$ cat config.mk
export PLATFORM = sky130hd
export DESIGN_NAME = vec_desc_unit
export DESIGN_NICKNAME = d
export VERILOG_FILES = /design/src/rtl/vdu_pkg.sv /design/src/rtl/vdu_cmd_decode.sv /design/src/rtl/vdu_entry.sv /design/src/rtl/vdu_index.sv /design/src/rtl/vec_desc_unit.sv
export SDC_FILE = /design/constraint.sdc
export NUM_CORES = 1
export LEC_CHECK = 0
export BUFFER_PORTS_ARGS = -buffer_cell sky130_fd_sc_hd__buf_2
export CAP_MARGIN = 25
export CORE_MARGIN = 2
export CORE_UTILIZATION = 60
export DETAILED_ROUTE_END_ITERATION = 8
export PLACE_DENSITY = 0.78
export RECOVER_POWER = 50
export SLEW_MARGIN = 20
export SYNTH_ARGS = -nofsm -noshare
export SYNTH_HDL_FRONTEND = slang
export SYNTH_SLANG_ARGS = --single-unit
$ cat constraint.sdc
create_clock -name clk -period 5.3 [get_ports clk]
set_input_delay 1.06 -clock clk [delete_from_list [all_inputs] [get_ports clk]]
set_output_delay 1.06 -clock clk [all_outputs]
set_load 0.1 [all_outputs]
$ cat src/rtl/vdu_pkg.sv
package vdu_pkg;

    typedef enum logic [1:0] {
        D_FREE = 2'd0,
        D_WALK = 2'd1,
        D_DONE = 2'd2
    } dstate_e;

endpackage

$ cat src/rtl/vdu_cmd_decode.sv
module vdu_cmd_decode #(
    parameter int NUM_VEC = 8,
    localparam int VID_W = $clog2(NUM_VEC)
) (
    input  logic               a_en,
    input  logic [VID_W-1:0]   a_vid,
    input  logic               b_en,
    input  logic [VID_W-1:0]   b_vid,
    input  logic               d_en,
    input  logic [VID_W-1:0]   d_vid,
    output logic [NUM_VEC-1:0] hit
);

    // A vector named twice or three times still yields a single hit bit.
    for (genvar i = 0; i < NUM_VEC; i++) begin : g_hit
        assign hit[i] = (a_en && (a_vid == VID_W'(i)))
                     || (b_en && (b_vid == VID_W'(i)))
                     || (d_en && (d_vid == VID_W'(i)));
    end

endmodule

$ cat src/rtl/vdu_entry.sv
module vdu_entry
    import vdu_pkg::*;
#(
    parameter int SLOT_W = 6,
    localparam int CNT_W = SLOT_W + 1
) (
    input  logic              clk,
    input  logic              rst_n,
    input  logic              cfg_hit,
    input  logic [SLOT_W-1:0] cfg_start,
    input  logic [CNT_W-1:0]  cfg_len,
    input  logic              fill_hit,
    input  logic              inc_hit,
    output logic [SLOT_W-1:0] q_start,
    output logic [CNT_W-1:0]  q_cur,
    output logic [CNT_W-1:0]  q_avail,
    output logic              q_walk,
    output logic              q_done
);

    dstate_e          state;
    dstate_e          nxt;
    logic [CNT_W-1:0] q_len;
    logic             at_last;
    logic             len_zero;

    assign at_last  = ((q_cur + 1'b1) == q_len);
    assign len_zero = (cfg_len == '0);

    // state register
    always_ff @(posedge clk) begin
        if (!rst_n) state <= D_FREE;
        else        state <= nxt;
    end

    // next-state decision
    always_comb begin
        nxt = state;
        unique case (state)
            D_FREE: begin
                if (cfg_hit && !len_zero) nxt = D_WALK;            // cfg_open
            end
            D_WALK: begin
                if (cfg_hit)                   nxt = len_zero ? D_FREE : D_WALK;
                else if (inc_hit && at_last)   nxt = D_DONE;        // step_last
            end
            D_DONE: begin
                if (cfg_hit)                   nxt = len_zero ? D_FREE : D_WALK;
            end
            default: nxt = D_FREE;
        endcase
    end

    // descriptor fields
    always_ff @(posedge clk) begin
        if (!rst_n) begin
            q_start <= '0;
            q_len   <= '0;
            q_cur   <= '0;
            q_avail <= '0;
        end else if (cfg_hit) begin
            q_start <= cfg_start;
            q_len   <= cfg_len;
            q_cur   <= '0;
            q_avail <= '0;
        end else begin
            if (fill_hit && (state != D_FREE) && (q_avail < q_len))
                q_avail <= q_avail + 1'b1;
            if (inc_hit && (state == D_WALK) && !at_last)
                q_cur <= q_cur + 1'b1;
        end
    end

    // outputs from state
    always_comb begin
        q_walk = 1'b0;
        q_done = 1'b0;
        unique case (state)
            D_FREE:  ;
            D_WALK:  q_walk = 1'b1;
            D_DONE:  q_done = 1'b1;
            default: ;
        endcase
    end

endmodule

$ cat src/rtl/vdu_index.sv
module vdu_index #(
    parameter int NUM_VEC = 8,
    parameter int SLOT_W  = 6,
    localparam int VID_W  = $clog2(NUM_VEC),
    localparam int CNT_W  = SLOT_W + 1
) (
    input  logic                            rd_valid,
    input  logic [VID_W-1:0]                rd_vid,
    input  logic [NUM_VEC-1:0][SLOT_W-1:0]  v_start,
    input  logic [NUM_VEC-1:0][CNT_W-1:0]   v_cur,
    input  logic [NUM_VEC-1:0][CNT_W-1:0]   v_avail,
    input  logic [NUM_VEC-1:0]              v_walk,
    output logic [SLOT_W-1:0]               rd_slot,
    output logic                            rd_ok,
    output logic                            rd_stall
);

    logic [CNT_W-1:0] sel_cur;
    logic [CNT_W-1:0] sel_avail;
    logic             present;

    // one lookup, one add: nothing else in the path
    assign sel_cur   = v_cur[rd_vid];
    assign sel_avail = v_avail[rd_vid];
    assign rd_slot   = v_start[rd_vid] + sel_cur[SLOT_W-1:0];
    assign present   = v_walk[rd_vid] && (sel_cur < sel_avail);
    assign rd_ok     = rd_valid && present;
    assign rd_stall  = rd_valid && !present;

endmodule

$ cat src/rtl/vec_desc_unit.sv
module vec_desc_unit #(
    parameter int NUM_VEC = 8,
    parameter int SLOT_W  = 6,
    localparam int VID_W  = $clog2(NUM_VEC),
    localparam int CNT_W  = SLOT_W + 1
) (
    input  logic               clk,
    input  logic               rst_n,
    input  logic               cfg_we,
    input  logic [VID_W-1:0]   cfg_vid,
    input  logic [SLOT_W-1:0]  cfg_start,
    input  logic [CNT_W-1:0]   cfg_len,
    input  logic               fill_en,
    input  logic [VID_W-1:0]   fill_vid,
    input  logic               inc_a_en,
    input  logic [VID_W-1:0]   inc_a_vid,
    input  logic               inc_b_en,
    input  logic [VID_W-1:0]   inc_b_vid,
    input  logic               inc_d_en,
    input  logic [VID_W-1:0]   inc_d_vid,
    input  logic               rd_valid,
    input  logic [VID_W-1:0]   rd_vid,
    output logic [SLOT_W-1:0]  rd_slot,
    output logic               rd_ok,
    output logic               rd_stall,
    output logic [NUM_VEC-1:0] eov
);

    logic [NUM_VEC-1:0]             inc_hit;
    logic [NUM_VEC-1:0][SLOT_W-1:0] v_start;
    logic [NUM_VEC-1:0][CNT_W-1:0]  v_cur;
    logic [NUM_VEC-1:0][CNT_W-1:0]  v_avail;
    logic [NUM_VEC-1:0]             v_walk;

    vdu_cmd_decode #(.NUM_VEC(NUM_VEC)) u_dec (
        .a_en  (inc_a_en),
        .a_vid (inc_a_vid),
        .b_en  (inc_b_en),
        .b_vid (inc_b_vid),
        .d_en  (inc_d_en),
        .d_vid (inc_d_vid),
        .hit   (inc_hit)
    );

    for (genvar i = 0; i < NUM_VEC; i++) begin : g_desc
        vdu_entry #(.SLOT_W(SLOT_W)) u_ent (
            .clk       (clk),
            .rst_n     (rst_n),
            .cfg_hit   (cfg_we && (cfg_vid == VID_W'(i))),
            .cfg_start (cfg_start),
            .cfg_len   (cfg_len),
            .fill_hit  (fill_en && (fill_vid == VID_W'(i))),
            .inc_hit   (inc_hit[i]),
            .q_start   (v_start[i]),
            .q_cur     (v_cur[i]),
            .q_avail   (v_avail[i]),
            .q_walk    (v_walk[i]),
            .q_done    (eov[i])
        );
    end

    vdu_index #(.NUM_VEC(NUM_VEC), .SLOT_W(SLOT_W)) u_idx (
        .rd_valid (rd_valid),
        .rd_vid   (rd_vid),
        .v_start  (v_start),
        .v_cur    (v_cur),
        .v_avail  (v_avail),
        .v_walk   (v_walk),
        .rd_slot  (rd_slot),
        .rd_ok    (rd_ok),
        .rd_stall (rd_stall)
    );

endmodule

==> results.txt, run 1 <==
The flow ran to the end, but the final reports show violations. The checks that failed: max-capacitance violations, max-slew violations. Setup repair after global routing left no endpoint under its margin.

Kind of path behind the tightest hold check: reg -> reg. For this run, the number of Yosys warnings is 0. The net count after synthesis is 1836, and the number of cells on the worst reg-to-reg path is 6. The logs give 15100 sq um for the instance area after placement and 0 for the total of endpoints with negative setup slack in the final report.

The placed wire-length estimate is 31600 um, and the weighted congestion at the end of routability-driven global placement is 0.984. Post-layout instance count excluding filler cells: 2066. The logs give 26 for the total clock buffers created by CTS and -0.224 for the max-slew headroom at the worst pin.

After filler insertion, the fill cell instance count of the layout stands at 2064. The reg-to-reg setup timing slack came out at 2.66 ns. The areal power density over the cells works out to 251 nW/um^2. The initial antenna violation count came out at 1. The run gives 197 MHz as the maximum achievable frequency. The smallest clock period supported by the final layout is computed as 5.08 ns. Post-CTS timing repair inserted 0 buffers for setup.

The most used flip-flop cell after synthesis is sky130_fd_sc_hd__dfxtp_1. The tools report the overall via count from detail_route as 12900. The biggest fanout along the worst timing path works out to 29. Overall power consumption after layout is estimated at 4.02 mW.

Yosys instantiated no cell more often than sky130_fd_sc_hd__nand2_1. At the worst endpoint, the arrival time is 4.02 ns. Across the whole layout, storage elements account for 4640 sq um. The total number of nets in the final design came out at 1837.

The startpoint identified for the worst register-to-register timing path is g_desc[0].u_ent.q_cur[2]. The share of synthesized registers carrying an async set or reset is 0. The via count of the first global-routing pass is 12200. Counting tap cells, the placed design contains a total of 2018 instances. The element type at the critical path end is a primary output. The floorplan die height is 160 um, and the pin count of the biggest net entering global routing is 52.

Averaged over all synthesized cells, the footprint is 8.50 sq um. Data on the critical path is required at its endpoint by 4.24 ns. The count of flip-flops with a built-in enable after synthesis works out to 0. The chip width is 160 um, and the highest ir drop seen on vdd is 0.289 mV.

The proportion of netlist area held by the largest area contributor came out at 0.318. The max-slew violation total from the final report is 90. Maximum root-to-sink buffer count: 3. TritonCTS built the clock tree.

At the pin with the least slew margin, the transition time is 1.84 ns. The end-of-flow core utilization was 0.665. In this run, the number of DRC markers left after iteration 0 of detailed routing was 1280.

Setup slack on the critical path of the routed design comes to 0.215 ns. Synthesis inferred 232 register bits. For this run, the detailed router's first-pass iteration total came to 6. The synthesized design spends more area on one cell type than any other, namely sky130_fd_sc_hd__dfxtp_1.

After detailed routing, the total wire length is 43000 um. Sorting the synthesized cells by how often they occur yields sky130_fd_sc_hd__nand2_1, sky130_fd_sc_hd__dfxtp_1, sky130_fd_sc_hd__a21boi_0. The logs give 0.478 for the share of total power in the clock network and 55 for the I/O pin total. The switching fraction of total power is 0.242.

The element type at the critical path start was an input pin. Once layout is done, the placed cells without fillers occupy 16000 sq um. The internal power was 3.05 mW; the clock-pin slew on the worst setup and hold paths was 0.06 ns. The net switching power was 0.974 mW; the wire length of the first global-routing pass was 67600 um.

The most critical setup path has its startpoint at rd_vid[1]. The initial cell density of the core was 0.607. The logs give 0.318 for the sequential area share after synthesis and 9310 sq um for the multi-input gate area in the final layout.

The tools report the setup TNS as 0 ns. After synthesis the cells add up to 14600 sq um. At the later pin of the worst-skew pair, clock insertion delay measures 0.54 ns. The logs give 0.332 for the overall fraction of global-route tracks in use and 0.466 ns for the worst hold margin. The most critical setup path has its endpoint at rd_ok. Prior to clock tree synthesis, the placed netlist has a worst setup slack of 0.177 ns. Using the TritonRoute via totals, the vias-per-cell ratio works out to 6.25.

The logs give 1 for the level count of the clock H-tree and 24100 sq um for the core box area. Global routing finished with a remaining overflow of 0. The worst register-to-register path ends at g_desc[0].u_ent.q_cur[3]. The leakage component of the power is 5.91 nW.

For the final worst clock skew, the log shows 0.0122 ns. Category of the most critical setup path: in -> out. The tools report the buffer cell driving the clock tree root as sky130_fd_sc_hd__clkbuf_16. The final worst-path cycle share was 0.959. Clock tree synthesis found a total of 232 sinks. The placement row count was 57; the area added between synthesis and finish was 9.68%.

The wire length per cell after detailed routing came out at 20.8 um. The final-report hold violation count is 0, and the total of max-cap violations is 2. For this run, design rule violations remaining after detail routing come to 0. In the post-synthesis netlist, the biggest area contributors are sky130_fd_sc_hd__dfxtp_1, sky130_fd_sc_hd__nand2_1, sky130_fd_sc_hd__ha_1. The die area came out at 25600 sq um. The share of post-route cells with drive strength above 1 is 0.119. The share of total power in combinational logic was 0.079. The run gives 0 as the remaining antenna violation count. Counting distinct cell types in the post-synthesis netlist gives 79.

The quantity of I/O buffers inserted on ports came out at 54. After technology mapping, the gate count stands at 1721. The share of total power in sequential cells came out at 0.443.
per-layer routing:
layer | up-vias | GRT usage | wire length (um)
met3 | 137 | 0.0782 | 4100
li1 | 6113 | - | -
met1 | 6063 | 0.418 | 17200
met4 | 0 | 0.152 | 2120
met2 | 593 | 0.545 | 19600
met5 | - | 0 | 0
flip-flops by register name (all words and copies together) (netlist names):
signal                flops
g_desc.u_ent.state       16
g_desc.u_ent.q_len       56
g_desc.u_ent.q_avail     56
g_desc.u_ent.q_start     48
g_desc.u_ent.q_cur       56
final cells by class:
cell class / instances / area share
inverters: 66 / 0.0154
clock buffers: 37 / 0.0495
diodes: 1 / 0.000156
repair buffers: 75 / 0.0317
well taps: 324 / 0.0253
clock inverters: 10 / 0.00811
multi-input cells: 1321 / 0.580
flip-flops and latches: 232 / 0.290
logic make-up after synthesis:
group,synth area share
adder cells (fa/ha/maj),0.0655
multiplexers,0.0925
XOR/XNOR,0.0623
AND/OR/NAND/NOR,0.230
AO/OA/AOI/OAI,0.183
buffers and inverters,0.0489
flip-flops,0.318
worst max-delay path: stages:
cell	delay [ns]
sky130_fd_sc_hd__buf_2	0.13
sky130_fd_sc_hd__buf_12	0.23
sky130_fd_sc_hd__mux4_2	0.53
sky130_fd_sc_hd__mux2_2	0.31
sky130_fd_sc_hd__ha_1	0.29
sky130_fd_sc_hd__a21o_1	0.18
sky130_fd_sc_hd__a221o_1	0.35
sky130_fd_sc_hd__a211oi_1	0.47
sky130_fd_sc_hd__and3_2	0.30
sky130_fd_sc_hd__buf_12	0.17
power by group through the flow:
stage | Combinational, mW | Sequential, mW | Clock, mW
4_1_cts | 0.312 | 1.78 | 1.93
3_3_place_gp | 0.304 | 1.82 | 0
5_1_grt | 0.341 | 1.78 | 2.01
6_report | 0.318 | 1.78 | 1.92
2_1_floorplan | 0.215 | 1.81 | 0
3_5_place_dp | 0.310 | 1.82 | 0
how the worst min path moves through the flow:
stage	from	to	cells past startpoint
3_3_place_gp	g_desc[5].u_ent.q_start[2]	g_desc[5].u_ent.q_start[2]	2
5_1_grt	g_desc[7].u_ent.q_start[0]	g_desc[7].u_ent.q_start[0]	2
6_report	g_desc[6].u_ent.q_len[2]	g_desc[6].u_ent.q_len[2]	2
4_1_cts	g_desc[6].u_ent.q_len[2]	g_desc[6].u_ent.q_len[2]	2
3_5_place_dp	g_desc[6].u_ent.q_len[2]	g_desc[6].u_ent.q_len[2]	2
2_1_floorplan	g_desc[1].u_ent.q_start[0]	g_desc[1].u_ent.q_start[0]	2
cell usage in the layout, fill, tap and decap left out, types with 14 or more instances in the layout:
master / synthesis / final
sky130_fd_sc_hd__nand2_1: 313 / 313
sky130_fd_sc_hd__dfxtp_1: 232 / 232
sky130_fd_sc_hd__a21boi_0: 105 / 104
sky130_fd_sc_hd__nor2_1: 102 / 102
sky130_fd_sc_hd__a21oi_1: 77 / 77
sky130_fd_sc_hd__ha_1: 75 / 75
sky130_fd_sc_hd__xnor2_1: 71 / 67
sky130_fd_sc_hd__inv_1: 66 / 66
sky130_fd_sc_hd__nand3_1: 47 / 47
sky130_fd_sc_hd__buf_2: 18 / 45
sky130_fd_sc_hd__mux4_2: 40 / 40
sky130_fd_sc_hd__xor2_1: 33 / 33
sky130_fd_sc_hd__nand2b_1: 31 / 31
sky130_fd_sc_hd__o21ai_0: 31 / 31
sky130_fd_sc_hd__mux2i_1: 29 / 29
sky130_fd_sc_hd__nor2b_1: 27 / 27
sky130_fd_sc_hd__clkbuf_16: 0 / 27
sky130_fd_sc_hd__a21o_1: 23 / 23
sky130_fd_sc_hd__nand4_1: 22 / 22
sky130_fd_sc_hd__and3_1: 22 / 21
sky130_fd_sc_hd__and2_1: 22 / 20
sky130_fd_sc_hd__a31oi_1: 19 / 19
sky130_fd_sc_hd__a31o_2: 16 / 16
sky130_fd_sc_hd__buf_4: 16 / 14
timing repair:
item,CTS,global route
resized for setup,0,1
endpoints found under the setup margin,0,1
hold buffers,0,0
(Power assumes the default switching activity.)
==> inputs of run 2 (changes only) <==
--- a/config.mk
+++ b/config.mk
@@ -11,7 +11,6 @@
 export CORE_UTILIZATION = 60
 export DETAILED_ROUTE_END_ITERATION = 8
 export PLACE_DENSITY = 0.78
-export RECOVER_POWER = 50
 export SLEW_MARGIN = 20
 export SYNTH_ARGS = -nofsm -noshare
 export SYNTH_HDL_FRONTEND = slang
==> run 2 against run 1 <==
The run now ends clean. Design area is 0.16% higher. Non-clock buffer count stayed put. Sequential share of layout area hardly changed. Worst hold slack worse by 0.0047 ns. First-iteration DRC count is 3.7% lower. Die area stayed put. Sequential cell count stayed put. Critical endpoint unchanged.
==> results.txt, run 2 (synthesized netlist as in run 1, its figures left out) <==
The maximum achievable frequency is 197 MHz (+0.18%). In the layout the commonest cells are sky130_fd_sc_hd__nand2_1, sky130_fd_sc_hd__dfxtp_1, sky130_fd_sc_hd__a21boi_0. Overall fraction of global-route tracks in use: 0.332 (unchanged). The flow ran to the end, and the final reports show no timing, DRC or antenna violations. In this run the worst hold path is classified as reg -> reg. The worst-margin pin slew was 1.01 ns (-0.826 ns). The worst hold path begins at g_desc[6].u_ent.q_len[2].

The quantity of I/O buffers inserted on ports came out at 54 (unchanged). The critical path is of the in -> out type. The library cell used most frequently in the layout, excluding fill and tap cells, is sky130_fd_sc_hd__nand2_1.

The biggest fanout along the worst timing path was 29 (unchanged); the max-slew headroom at the worst pin was 0.324 (+0.548). Buffer cell driving the clock tree root: sky130_fd_sc_hd__clkbuf_16. From synthesis to final layout, the design area changed by 9.85%. Number of fillers in the final layout: 2056 (-0.39%). Leakage component of the power: 5.94 nW (+0.51%). The run gives 0.289 mV (about the same) as the highest ir drop seen on vdd.

The initial antenna violation count was 1 (unchanged). The clock-pin slew on the worst setup and hold paths came out at 0.06 ns (about the same). The arrival time reported for the critical path endpoint was 4.02 ns (about the same); the core box area was 24100 sq um (unchanged).

For the total of max-cap violations, the log shows 0 (-2). The maximum root-to-sink buffer count is 3 (unchanged), and the number of optimization iterations in the first detailed-route pass is 5 (-1). The placed wire-length estimate is 31600 um (unchanged).

The via count of the first global-routing pass is 12200 (unchanged). Placement row count: 57 (unchanged). The instance area after placement was 15100 sq um (unchanged); the final worst clock skew was 0.0166 ns (+0.00440 ns). Worst hold margin: 0.461 ns (-0.00471 ns). For the initial cell density of the core, the log shows 0.607 (unchanged). The tools report the element type at the critical path end as a primary output.

The I/O pin total came out at 55 (unchanged). The die area was 25600 sq um (unchanged). STA classifies the critical path startpoint as an input pin. The run gives 0.55 ns (about the same) as the clock latency on the worst-skew pair. The tools report the total clock buffers created by CTS as 26 (unchanged). The critical path starts at rd_vid[1]. The number of cells on the worst reg-to-reg path is 7 (+1), and the post-layout minimum cycle time is 5.08 ns (-0.00894 ns). The largest registers in the layout are g_desc.u_ent.q_avail: 56 flops, g_desc.u_ent.q_cur: 56 flops, g_desc.u_ent.q_len: 56 flops. The logs give 0.224 ns (+0.00894 ns) for the worst-case setup margin in the final layout and 232 (unchanged) for the number of clock sinks seen by CTS. For the post-placement setup slack, the log shows 0.177 ns (unchanged). For the number of DRC markers after the initial detailed-route iteration, the log shows 1233 (-3.7%).

The wire length per cell after detailed routing is 20.8 um (-0.31%). The tools report the total overflow reported by the global router as 0 (unchanged). The data required time at the worst endpoint was 4.24 ns (about the same).

The instance count along the most critical hold path came out at 2 (unchanged). Endpoint of the lowest-slack register-to-register path: g_desc[0].u_ent.q_cur[5]. Walking the worst path, the cells encountered are buf_2 > buf_12 > mux4_2 > mux2_2 > ha_1 > a21o_1 > a221o_1 > a211oi_1 > and3_2 > buf_12.

The max-slew violation total from the final report is 0 (-100%), and the remaining routing DRC violations is 0 (unchanged). The remaining antenna violation count was 0 (unchanged). Reg-to-reg setup timing slack: 2.72 ns (+0.06 ns). The chip width is 160 um (unchanged).

The run gives 0 (unchanged) as the hold-fix buffer count after cts. The weighted congestion at the end of routability-driven global placement came out at 0.984 (unchanged). Overall via count from detail_route: 12900 (+0.093%).

Setup TNS: 0 ns (unchanged). The critical path's slowest cell is sky130_fd_sc_hd__mux4_2. The summed area of non-filler cells in the final layout is 16100 sq um (+0.16%). The via count normalized by instance count was 6.25 (about the same); the peak per-stage delay on the critical path was 0.53 ns (about the same). TritonCTS built the clock tree.

Setup repair after global routing left no endpoint under its margin. The areal power density over the cells works out to 251 nW/um^2 (-0.15%). The critical path ends at rd_ok.

The total of endpoints with negative setup slack in the final report is 0 (unchanged), and the final worst-path cycle share is 0.958 (-0.00169). The total number of nets in the final design is 1837 (unchanged). The pin count of the biggest net entering global routing was 52 (unchanged); the share of post-route cells with drive strength above 1 was 0.123 (+0.00460). For the wire length of the first global-routing pass, the log shows 67600 um (unchanged). The worst reg2reg path startpoint was g_desc[0].u_ent.q_cur[0]. The total detailed-routing wirelength was 42900 um (-0.31%). The final-report hold violation count was 0 (unchanged). The cell repeated most along the worst path was sky130_fd_sc_hd__buf_12. The floorplan die height is 160 um (unchanged). The level count of the clock H-tree was 1 (unchanged).
## run 2: report_power, final
group | internal, mW | switching, mW
clock network | 1.18 | 0.743
registers | 1.76 | 0.0202
logic | 0.107 | 0.211
total | 3.05 | 0.974
## run 2: critical path, delay by kind of cell
kind,cells,cell delay (ns)
compound gates,3,0.99
mux,2,0.84
buf+inv,3,0.53
fa+ha+maj,1,0.29
simple gates,1,0.29
## run 2: final cells by class
type / count / area (sq um) / share of cell area
clock inverters: 10 / 130 / 0.00810
diodes: 1 / 2.50 / 0.000156
well taps: 324 / 405 / 0.0252
multi-input cells: 1321 / 9310 / 0.579
clock buffers: 37 / 793 / 0.0494
flip-flops and latches: 232 / 4640 / 0.289
inverters: 66 / 248 / 0.0154
repair buffers: 75 / 533 / 0.0332
## run 2: timing repair
| item | in CTS | in global routing |
|---|---|---|
| endpoints found under the hold margin | 0 | 0 |
| gates resized for setup | 0 | 1 |
| setup endpoints to repair | 0 | 1 |
| setup buffers | 0 | 0 |
## run 2: per-layer routing
| metal | GRT usage | part of all wire | vias up |
|---|---|---|---|
| met4 | 0.152 | 0.050 | 0 |
| met3 | 0.0782 | 0.090 | 145 |
| met2 | 0.545 | 0.45 | 545 |
| li1 | - | - | 6120 |
| met5 | 0 | 0 | - |
| met1 | 0.418 | 0.41 | 6108 |
## run 2: through the flow
| stage | utilization | std cells | power, mW |
|---|---|---|---|
| after floorplan | - | 1721 | 2.03 |
| after global placement | 0.627 | 2016 | 2.12 |
| after detailed placement | 0.628 | 2018 | 2.13 |
| after CTS | 0.666 | 2065 | 4.03 |
| after global routing | 0.666 | 2066 | 4.13 |
| final | 0.666 | 2066 | 4.03 |
## run 2: worst min-delay path by stage
stage / endpoint / slack [ns]
3_3_place_gp: g_desc[5].u_ent.q_start[2] / 0.45
5_1_grt: g_desc[7].u_ent.q_start[0] / 0.49
3_5_place_dp: g_desc[6].u_ent.q_len[2] / 0.46
6_report: g_desc[6].u_ent.q_len[2] / 0.46
2_1_floorplan: g_desc[1].u_ent.q_start[0] / 0.44
4_1_cts: g_desc[6].u_ent.q_len[2] / 0.47
